`config.mk`:
```
export PLATFORM = sky130hd
export DESIGN_NAME = mbox_irq_ctrl
export DESIGN_NICKNAME = d
export VERILOG_FILES = /design/src/rtl/mbox_pkg.sv /design/src/rtl/mbox_store.sv /design/src/rtl/mbox_flags.sv /design/src/rtl/mbox_port.sv /design/src/rtl/mbox_irq_ctrl.sv
export SDC_FILE = /design/constraint.sdc
export NUM_CORES = 1
export LEC_CHECK = 0
export BUFFER_PORTS_ARGS = -buffer_cell sky130_fd_sc_hd__buf_2
export CELL_PAD_IN_SITES_DETAIL_PLACEMENT = 0
export CELL_PAD_IN_SITES_GLOBAL_PLACEMENT = 1
export CORE_UTILIZATION = 53
export DETAILED_ROUTE_END_ITERATION = 8
export PLACE_DENSITY = 0.94
export SETUP_SLACK_MARGIN = 0.05
export SLEW_MARGIN = 5
export SYNTH_ARGS = -nofsm -noshare
export SYNTH_HDL_FRONTEND = slang
export SYNTH_SLANG_ARGS = --single-unit
export TNS_END_PERCENT = 10
```
`constraint.sdc`:
```
create_clock -name clk -period 4.4 [get_ports clk]
set_input_delay 0.22 -clock clk [delete_from_list [all_inputs] [get_ports clk]]
set_output_delay 0.22 -clock clk [all_outputs]
set_load 0.02 [all_outputs]
```
`src/rtl/mbox_pkg.sv`:
```
package mbox_pkg;
   localparam int N_MBOX = 4;
   localparam logic [3:0] OWN_WIN  = 4'b1000;
   localparam logic [3:0] PEER_WIN = 4'b1001;
   localparam logic [5:0] CTRL_ADR = 6'b101000;

   typedef enum logic [1:0] {ACC_RSVD, ACC_OWN, ACC_PEER, ACC_CTRL} acc_e;

   function automatic acc_e decode(input logic [5:0] a);
      if (a[5:2] == OWN_WIN)       return ACC_OWN;
      else if (a[5:2] == PEER_WIN) return ACC_PEER;
      else if (a == CTRL_ADR)      return ACC_CTRL;
      else                         return ACC_RSVD;
   endfunction
endpackage

```
`src/rtl/mbox_store.sv`:
```
module mbox_store #(
   parameter int DATA_W = 16,
   parameter int N      = 4,
   localparam int IW    = $clog2(N),
   localparam int LANES = DATA_W / 8
) (
   input  logic                        clk,
   input  logic                        wr_en,
   input  logic [IW-1:0]               idx,
   input  logic [LANES-1:0]            lane_we,
   input  logic [DATA_W-1:0]           wdata,
   output logic [N-1:0][DATA_W-1:0]    box_q
);
   for (genvar m = 0; m < N; m++) begin : g_box
      logic [DATA_W-1:0] word_q;
      always_ff @(posedge clk) begin
         for (int l = 0; l < LANES; l++) begin
            if (wr_en && idx == IW'(m) && lane_we[l])
               word_q[l*8 +: 8] <= wdata[l*8 +: 8];
         end
      end
      assign box_q[m] = word_q;
   end
endmodule

```
`src/rtl/mbox_flags.sv`:
```
module mbox_flags #(
   parameter int N = 4
) (
   input  logic         clk,
   input  logic         rst_i,
   input  logic [N-1:0] raise_i,
   input  logic [N-1:0] ack_i,
   input  logic [N-1:0] mask_i,
   output logic [N-1:0] pend_q,
   output logic [N-1:0] cause_q
);
   // raise wins over a same-cycle acknowledge
   always_ff @(posedge clk) begin
      if (rst_i) begin
         pend_q  <= '0;
         cause_q <= '0;
      end else begin
         pend_q  <= (pend_q & ~ack_i) | raise_i;
         cause_q <= (cause_q & ~ack_i) | (raise_i & ~mask_i);
      end
   end
endmodule

```
`src/rtl/mbox_port.sv`:
```
module mbox_port
   import mbox_pkg::*;
#(
   parameter int DATA_W = 16,
   parameter int N      = 4,
   localparam int IW    = $clog2(N)
) (
   input  logic                     clk,
   input  logic                     rst_i,
   input  logic                     sel_n,
   input  logic                     wr_n,
   input  logic                     ub_n,
   input  logic                     lb_n,
   input  logic [5:0]               addr,
   input  logic [DATA_W-1:0]        wdata,
   input  logic [N-1:0][DATA_W-1:0] peer_box,
   input  logic [N-1:0]             pend_i,
   input  logic [N-1:0]             cause_i,
   output logic [N-1:0][DATA_W-1:0] box_o,
   output logic [N-1:0]             raise_o,
   output logic [N-1:0]             ack_o,
   output logic [N-1:0]             mask_o,
   output logic [DATA_W-1:0]        rdata,
   output logic                     irq_n
);
   acc_e              acc;
   logic [IW-1:0]     idx;
   logic              wr_hit, rd_hit, sel_q, fall;
   logic              own_wr;
   logic [DATA_W-1:0] rd_val;

   assign acc    = decode(addr);
   assign idx    = addr[IW-1:0];
   assign wr_hit = !sel_n && !wr_n;
   assign rd_hit = !sel_n && wr_n;
   assign fall   = sel_q && !sel_n;
   assign own_wr = wr_hit && (acc == ACC_OWN);

   mbox_store #(.DATA_W(DATA_W), .N(N)) u_store (
      .clk     (clk),
      .wr_en   (own_wr),
      .idx     (idx),
      .lane_we ({!ub_n, !lb_n}),
      .wdata   (wdata),
      .box_q   (box_o)
   );

   always_comb begin
      raise_o = '0;
      ack_o   = '0;
      if (own_wr && !ub_n) raise_o[idx] = 1'b1;
      if (rd_hit && fall && !ub_n && acc == ACC_PEER) ack_o[idx] = 1'b1;
   end

   always_comb begin
      rd_val = '0;
      case (acc)
         ACC_OWN:  rd_val = box_o[idx];
         ACC_PEER: rd_val = peer_box[idx];
         ACC_CTRL: begin
            rd_val[N-1:0]     = mask_o;
            rd_val[2*N-1:N]   = ~cause_i;
            rd_val[3*N-1:2*N] = ~pend_i;
         end
         default:  rd_val = '0;
      endcase
   end

   always_ff @(posedge clk) begin
      if (rst_i) begin
         sel_q  <= 1'b1;
         mask_o <= '1;
         rdata  <= '0;
      end else begin
         sel_q <= sel_n;
         if (wr_hit && acc == ACC_CTRL && !lb_n) mask_o <= wdata[N-1:0];
         if (rd_hit) rdata <= rd_val;
      end
   end

   assign irq_n = ~|(pend_i & ~mask_o);
endmodule

```
`src/rtl/mbox_irq_ctrl.sv`:
```
module mbox_irq_ctrl
   import mbox_pkg::*;
#(
   parameter int DATA_W    = 16,
   parameter int ADDR_W    = 6,
   parameter bit USE_RESET = 1'b1
) (
   input  logic              clk,
   input  logic              rst_n,
   input  logic              a_sel_n,
   input  logic              a_wr_n,
   input  logic              a_ub_n,
   input  logic              a_lb_n,
   input  logic [ADDR_W-1:0] a_addr,
   input  logic [DATA_W-1:0] a_wdata,
   output logic [DATA_W-1:0] a_rdata,
   output logic              a_irq_n,
   input  logic              b_sel_n,
   input  logic              b_wr_n,
   input  logic              b_ub_n,
   input  logic              b_lb_n,
   input  logic [ADDR_W-1:0] b_addr,
   input  logic [DATA_W-1:0] b_wdata,
   output logic [DATA_W-1:0] b_rdata,
   output logic              b_irq_n
);
   localparam int N = N_MBOX;

   if (DATA_W != 16) begin : g_bad_width
      $error("mbox_irq_ctrl: DATA_W must be 16 (two byte lanes)");
   end
   if (ADDR_W != 6) begin : g_bad_addr
      $error("mbox_irq_ctrl: ADDR_W must be 6");
   end
   if (3 * N > DATA_W) begin : g_bad_ctrl
      $error("mbox_irq_ctrl: control word cannot hold three fields");
   end

   logic rst_i;
   if (USE_RESET) begin : g_rst
      assign rst_i = !rst_n;
   end else begin : g_norst
      assign rst_i = 1'b0;
   end

   logic [1:0]                     sel_w, wr_w, ub_w, lb_w, irq_w;
   logic [1:0][ADDR_W-1:0]         addr_w;
   logic [1:0][DATA_W-1:0]         wd_w, rd_w;
   logic [1:0][N-1:0][DATA_W-1:0]  box_w;
   logic [1:0][N-1:0]              raise_w, clr_w, pend_w, cause_w, mask_w;

   assign sel_w  = {b_sel_n, a_sel_n};
   assign wr_w   = {b_wr_n,  a_wr_n};
   assign ub_w   = {b_ub_n,  a_ub_n};
   assign lb_w   = {b_lb_n,  a_lb_n};
   assign addr_w = {b_addr,  a_addr};
   assign wd_w   = {b_wdata, a_wdata};
   assign a_rdata = rd_w[0];
   assign b_rdata = rd_w[1];
   assign a_irq_n = irq_w[0];
   assign b_irq_n = irq_w[1];

   for (genvar p = 0; p < 2; p++) begin : g_side
      mbox_port #(.DATA_W(DATA_W), .N(N)) u_port (
         .clk      (clk),
         .rst_i    (rst_i),
         .sel_n    (sel_w[p]),
         .wr_n     (wr_w[p]),
         .ub_n     (ub_w[p]),
         .lb_n     (lb_w[p]),
         .addr     (addr_w[p]),
         .wdata    (wd_w[p]),
         .peer_box (box_w[1-p]),
         .pend_i   (pend_w[p]),
         .cause_i  (cause_w[p]),
         .box_o    (box_w[p]),
         .raise_o  (raise_w[p]),
         .ack_o    (clr_w[p]),
         .mask_o   (mask_w[p]),
         .rdata    (rd_w[p]),
         .irq_n    (irq_w[p])
      );

      mbox_flags #(.N(N)) u_flags (
         .clk     (clk),
         .rst_i   (rst_i),
         .raise_i (raise_w[1-p]),
         .ack_i   (clr_w[p]),
         .mask_i  (mask_w[p]),
         .pend_q  (pend_w[p]),
         .cause_q (cause_w[p])
      );
   end
endmodule

```
==> metrics.csv, run 1 <==
stage;metric;value;unit
power_and_ir_drop;peakVddDrop;0.324;mV
critical_path;cp.required;4.46;ns
sta;period_share;52.2;%
hold_path;hold_depth;1;
clock_tree;clockBufferDepth;2;
detailed_routing;wl;23900;um
detailed_routing;first_pass_iters;5;
clock_tree;post_cts_buffers;0;
die;die_x;129;um
sta;finalMaxSlewViolations;0;
power_and_ir_drop;total_power;3.75;mW
cells_and_area;fillers;1145;
detailed_routing;routedWlPerCell;27.4;um
clock_tree;clk_latency;0.44;ns
global_route;grt_pass1_wl;35700;um
sta;timing.fmax;0.435;GHz
cells_and_area;area_delta_synth_final;14.1;%
critical_path;cp.arrival;2.36;ns
sta;whs;0.00683;ns
die;die_h;129;um
die;ios;88;
sta;finalSetupTns;0;ns
place;numPortBuffers;87;
clock_tree;numCtsBuffers;17;
detailed_routing;avgViaCountPerCell;7.00;
yosys;syn_nets;630;
yosys;synth_top_area_cell;edfxtp_1;
cells_and_area;antenna_cells;0;
yosys;ys_ff_latch;186;
detailed_routing;vias;6093;
critical_path;crit_type;in2reg;
clock_tree;cts-root-buf;clkbuf_16;
yosys;ys.flop_type;edfxtp_1;
critical_path;cp_max_fo;38;
detailed_routing;drcViolationCount;0;
die;die_area;16600;um^2
yosys;netlist_area;8520;um^2
sta;worstMarginPinSlew;1.38;ns
global_route;grt.total_usage;30.1;%
yosys;ys_top_cells_by_area;edfxtp_1 45%, mux4_2 17%, dfxtp_1 14%, a221oi_1 3.3%, a32oi_1 2.5%;
die;rows;45;
sta;setup_viol;0;
yosys;synth_cells;576;
clock_tree;cts_max_level;4;
power_and_ir_drop;cellPowerDensity;386;nW/um^2
critical_path;startpoint_type;primary input;
yosys;synth_edf_count;128;
sta;period_minus_slack;2.30;ns
global_route;grt_overflow_total;0;
critical_path;endpoint_kind;flop;
detailed_routing;drtIter0Drc;841;
hold_path;hold_class;in2reg;
global_route;grt_max_degree;41;
clock_tree;cts_tree;built;
yosys;synth_common_cells;128 x edfxtp_1, 64 x mux4_2, 58 x dfxtp_1;
critical_path;reg2reg_depth;3;
clock_tree;clock_sinks;186;
place;gp_congestion;0.904;
clock_tree;path_clk_slew;0.07;ns
yosys;yosysSeqAreaShare;58.7;%
power_and_ir_drop;power_leakage;3.16;nW
sta;rsz0062_at_grt;false;
global_route;first_global_vias;6060;
die;fp.coreArea;15400;um^2
yosys;synth_most_common_cell;edfxtp_1;
sta;skew;0.0121;ns
sta;slew_headroom;7.92;%
flow_run;drv_cap;0;
cells_and_area;layout.nets;702;
detailed_routing;ant_nets;0;
yosys;ys_types;36;
status;outcome;finished, final reports clean;
place;dpl.hpwl;15800;um
sta;hold_viol_final;0;
global_route;grt_antenna_before_repair;0;
yosys;avgSynthCellArea;14.8;um^2
yosys;yosys_warnings;0;
yosys;synth_top_area_share;45.1;%
yosys;async_flop_share;0;%
cells_and_area;drive_above_1_share;31.5;%
die;start_util;55.2;%
registers in the layout, summed over array words and instances, names as in the netlist:
name / flops
g_side.u_flags.cause_q: 8
g_side.u_port.mask_o: 8
g_side.u_port.rdata: 32
g_side.u_port.sel_q: 2
g_side.u_port.u_store.g_box.word_q: 128
g_side.u_flags.pend_q: 8
final cells by class:
cell class | instances | area [um^2] | area share [%]
clock buffer | 17 | 425 | 4.37
clock inverter | 14 | 193 | 1.98
inverter | 29 | 109 | 1.12
multi-input combinational | 314 | 3180 | 32.7
sequential | 186 | 5000 | 51.4
tap | 211 | 264 | 2.71
timing repair buffer | 100 | 556 | 5.71
through the flow:
step	util (%)	instance area [um^2]	worst slack, ns	instances
after floorplan	-	8520	2.53	576
after global placement	58.4	9010	1.81	831
after detailed placement	58.4	9010	1.72	831
after CTS	63.0	9710	2.12	870
after global routing	63.1	9730	1.93	871
final	63.1	9730	2.10	871
cells by family (layout without fill, tap and decap cells):
group / Yosys count / after routing / share of synthesized area [%]
buf+inv: 76 / 160 / 4.08
compound gates: 142 / 142 / 12.2
simple gates: 108 / 108 / 8.04
mux: 64 / 64 / 16.9
flops: 186 / 186 / 58.7
final timing paths:
check                                                           end                                                  start  slack (ns)
max          g_side[0].u_port.u_store.g_box[3].word_q[12]$_DFFE_PP_                                              a_addr[1]        2.10
max reg2reg                  g_side[1].u_port.rdata[9]$_SDFFE_PN0N_  g_side[0].u_port.u_store.g_box[3].word_q[9]$_DFFE_PP_        2.77
min reg2reg                  g_side[1].u_flags.pend_q[2]$_SDFF_PN0_                 g_side[1].u_flags.pend_q[2]$_SDFF_PN0_        0.48
min           g_side[1].u_port.u_store.g_box[2].word_q[6]$_DFFE_PP_                                             b_wdata[6]       0.007
layer usage:
metal / track usage [%] / routed length (um) / up-vias
li1: - / - / 2538
met5: 0 / 0 / -
met2: 47.5 / 11400 / 419
met3: 8.57 / 2760 / 67
met1: 40.0 / 9060 / 3069
met4: 11.2 / 690 / 0
timing repair:
item,CTS,global route
endpoints found under the hold margin,32,1
gates resized for setup,0,0
hold buffers,8,1
worst max-delay path: stages:
cell and delay, ns:
buf_2 0.79, nand2_1 0.35, or3_2 0.52, inv_1 0.46
placed cells by master (no fill, tap or decap), types with 3 or more instances in the layout:
master,netlist,routed
a31oi_1,8,8
buf_4,2,4
or3_1,4,4
a21oi_1,16,16
inv_1,29,29
or4bb_2,4,4
edfxtp_1,128,128
o31ai_1,16,16
nand2_1,28,28
o22ai_1,4,4
dfxtp_1,58,58
mux4_2,64,64
or4_1,8,8
nor3_1,4,4
a22oi_1,24,24
bufinv_16,0,4
or3_2,6,6
inv_6,0,3
a221oi_1,32,32
buf_2,20,87
dlygate4sd3_1,0,9
clkbuf_16,0,17
o21ai_0,16,16
nor4_1,8,8
nand2b_1,8,8
nor2_1,18,18
and4bb_2,4,4
clkinv_2,0,3
a32oi_1,24,24
power by group:
| part | leakage (nW) | internal, mW | total, mW | switching [mW] |
|---|---|---|---|---|
| combinational | 1.24 | 0.100 | 0.255 | 0.155 |
| sequential | 1.62 | 1.87 | 1.88 | 0.00397 |
| clock | 0.303 | 0.952 | 1.62 | 0.667 |
Power figures use the tool's default switching activity.
==> inputs of run 2 (changes only) <==
CORE_UTILIZATION = 49   (was 53)
PLACE_DENSITY = 0.88   (was 0.94)
clock period = 2.3 ns   (was 4.4 ns; I/O delays follow)
==> run 2 against run 1 <==
Combinational power grew 120%. Register-to-register slack lost 2.0 ns. Core utilization shrank 2.6 points. Clock skew shrank 0.0029 ns. Flip-flop and latch count is the same. Clock power grew 70%. Cell area grew 4.1%. Setup slack lost 1.9 ns. Global-route usage shrank 2.8 points. Critical endpoint is now g_side[1].u_port.u_store.g_box[3].word_q[15]$_DFFE_PP_.
==> metrics.csv, run 2 (synthesis gave the netlist of run 1 again) <==
stage;metric;value;unit;change
power_and_ir_drop;internal_power;5.35;mW;was 2.93 mW
detailed_routing;avgViaCountPerCell;6.72;;was 7.00
cells_and_area;largest_reg_flops;128;;unchanged
die;start_util;50.9;%;was 55.2%
cells_and_area;top_regs;g_side.u_port.u_store.g_box.word_q (128), g_side.u_port.rdata (32);;unchanged
die;ios;88;;unchanged
cells_and_area;fillers;1277;;was 1,145
critical_path;startpoint_type;primary input;;unchanged
critical_path;cp.required;2.39;ns;was 4.46 ns
detailed_routing;routedWlPerCell;25.4;um;was 27.4 um
critical_path;endpoint_kind;flop;;unchanged
global_route;grt_overflow_total;0;;unchanged
critical_path;crit_type;in2reg;;unchanged
sta;hold_viol_final;0;;unchanged
die;rows;47;;was 45
place;gp_congestion;0.861;;was 0.904
sta;setup_viol;0;;unchanged
cells_and_area;multi_input_area;3170;um^2;was 3180 um^2
sta;timing.fmax;0.480;GHz;
power_and_ir_drop;peakVddDrop;0.544;mV;was 0.324 mV
power_and_ir_drop;power_leakage;3.36;nW;was 3.16 nW
die;die_area;17900;um^2;was 16,600 um^2
power_and_ir_drop;combPwrFrac;8.1;%;was 6.8%
status;outcome;finished, final reports clean;;unchanged
place;dp_cells;865;;was 831
global_route;grt_antenna_before_repair;0;;unchanged
clock_tree;cts-root-buf;clkbuf_16;;unchanged
die;fp.coreArea;16800;um^2;was 15,400 um^2
cells_and_area;final_cells;931;;was 871
detailed_routing;vias;6260;;was 6,093
cells_and_area;post-route-util;60.4;%;was 63.1%
power_and_ir_drop;p_clk_share;39.9;%;was 43.2%
sta;worstMarginPinSlew;1.03;ns;was 1.38 ns
cells_and_area;area_delta_synth_final;18.8;%;was 14.1%
die;die_h;134;um;was 129 um
power_and_ir_drop;p_sw_share;22.5;%;was 22.0%
cells_and_area;layout.nets;752;;was 702
hold_path;hold_class;in2reg;;unchanged
power_and_ir_drop;p_switching;1.55;mW;was 0.825 mW
detailed_routing;first_pass_iters;5;;unchanged
clock_tree;clk_latency;0.44;ns;about the same
power_and_ir_drop;cellPowerDensity;682;nW/um^2;was 386 nW/um^2
clock_tree;numCtsBuffers;17;;unchanged
global_route;grt_max_degree;41;;unchanged
sta;skew;0.00918;ns;was 0.0121 ns
clock_tree;post_cts_buffers;0;;unchanged
power_and_ir_drop;p_seq_share;52.0;%;was 50.0%
detailed_routing;drtIter0Drc;827;;was 841
detailed_routing;wirelength_met1;8920;um;was 9060 um
cells_and_area;seqCellArea;5000;um^2;unchanged
detailed_routing;wl_met2;11700;um;was 11,400 um
critical_path;cp.arrival;2.17;ns;was 2.36 ns
global_route;first_global_vias;6084;;was 6,060
place;numPortBuffers;87;;unchanged
sta;period_share;90.7;%;
cells_and_area;layout_commonest_cell;edfxtp_1;;unchanged
clock_tree;clock_sinks;186;;unchanged
clock_tree;cts_max_level;4;;unchanged
detailed_routing;ant_nets;0;;unchanged
global_route;grt_pass1_wl;35800;um;was 35,700 um
detailed_routing;wl;23600;um;was 23,900 um
cells_and_area;antenna_cells;0;;unchanged
critical_path;cp_max_fo;8;;was 38
cells_and_area;drive_above_1_share;32.1;%;was 31.5%
place;dpl.hpwl;16200;um;was 15,800 um
sta;finalSetupTns;0;ns;unchanged
die;die_x;134;um;was 129 um
sta;slew_headroom;31.2;%;was 7.92%
detailed_routing;route.met3.wl;2540;um;was 2760 um
detailed_routing;top_layer_used;met4;;unchanged
clock_tree;cts_tree;built;;unchanged
clock_tree;clockBufferDepth;2;;unchanged
sta;finalMaxSlewViolations;0;;unchanged
cells_and_area;final_cell_mix;128 x edfxtp_1, 87 x buf_2, 64 x mux4_2;;unchanged
clock_tree;path_clk_slew;0.07;ns;about the same
sta;rsz0062_at_grt;false;;unchanged
global_route;grt.total_usage;27.3;%;was 30.1%
cells_and_area;regMostFlops;g_side.u_port.u_store.g_box.word_q;;unchanged
detailed_routing;drcViolationCount;0;;unchanged
sta;period_minus_slack;2.09;ns;
flow_run;drv_cap;0;;unchanged
power_and_ir_drop;total_power;6.90;mW;was 3.75 mW
-- run 2: per-layer routing --
| metal | up-vias | GRT usage (%) |
|---|---|---|
| met3 | 57 | 7.18 |
| met4 | 0 | 9.28 |
| met1 | 3147 | 35.5 |
| met5 | - | 0 |
| li1 | 2639 | - |
| met2 | 417 | 44.6 |
-- run 2: final cells by class --
type                    count  share of cell area, %
inverters                  29                   1.08
flip-flops and latches    186                   49.4
well taps                 220                   2.72
repair buffers            150                   10.1
clock buffers              22                   4.49
multi-input cells         314                   31.3
clock inverters            10                  0.914
-- run 2: per-stage QoR --
stage | worst slack [ns] | cell area [um^2] | hold WS (ns)
2_1_floorplan | 0.537 | 8520 | 0.188
3_3_place_gp | 0.287 | 9240 | 0.324
3_5_place_dp | 0.254 | 9240 | 0.332
4_1_cts | 0.237 | 10100 | 0.0428
5_1_grt | 0.186 | 10100 | 0.0901
6_report | 0.215 | 10100 | 0.0561
-- run 2: path summary, 6_finish.rpt --
path,startpoint,to,slack (ns),cells past startpoint
worst max-delay path,b_sel_n,g_side[1].u_port.u_store.g_box[3].word_q[15]$_DFFE_PP_,0.21,5
worst min-delay path,a_ub_n,g_side[1].u_flags.pend_q[0]$_SDFF_PN0_,0.06,4
worst max register to register,g_side[1].u_port.u_store.g_box[3].word_q[5]$_DFFE_PP_,g_side[1].u_port.rdata[5]$_SDFFE_PN0N_,0.73,3
worst min register to register,g_side[0].u_flags.pend_q[0]$_SDFF_PN0_,g_side[0].u_flags.pend_q[0]$_SDFF_PN0_,0.48,2
-- run 2: repair_timing --
item / in CTS / in global routing
resized for setup: 0 / 0
hold buffers: 34 / 0
endpoints found under the hold margin: 130 / 0
-- run 2: critical path: stages --
cell           delay (ns)
dlygate4sd3_1        0.53
buf_2                0.16
or3_1                0.52
or3_2                0.52
inv_1                0.32
-- run 2: power by group through the flow --
stage / Clock [mW] / Combinational [mW] / Sequential, mW
after global routing: 2.90 / 0.586 / 3.59
after floorplan: 0 / 0.285 / 3.68
final: 2.75 / 0.556 / 3.59
after CTS: 2.76 / 0.550 / 3.59
after detailed placement: 0 / 0.499 / 3.66
after global placement: 0 / 0.488 / 3.66
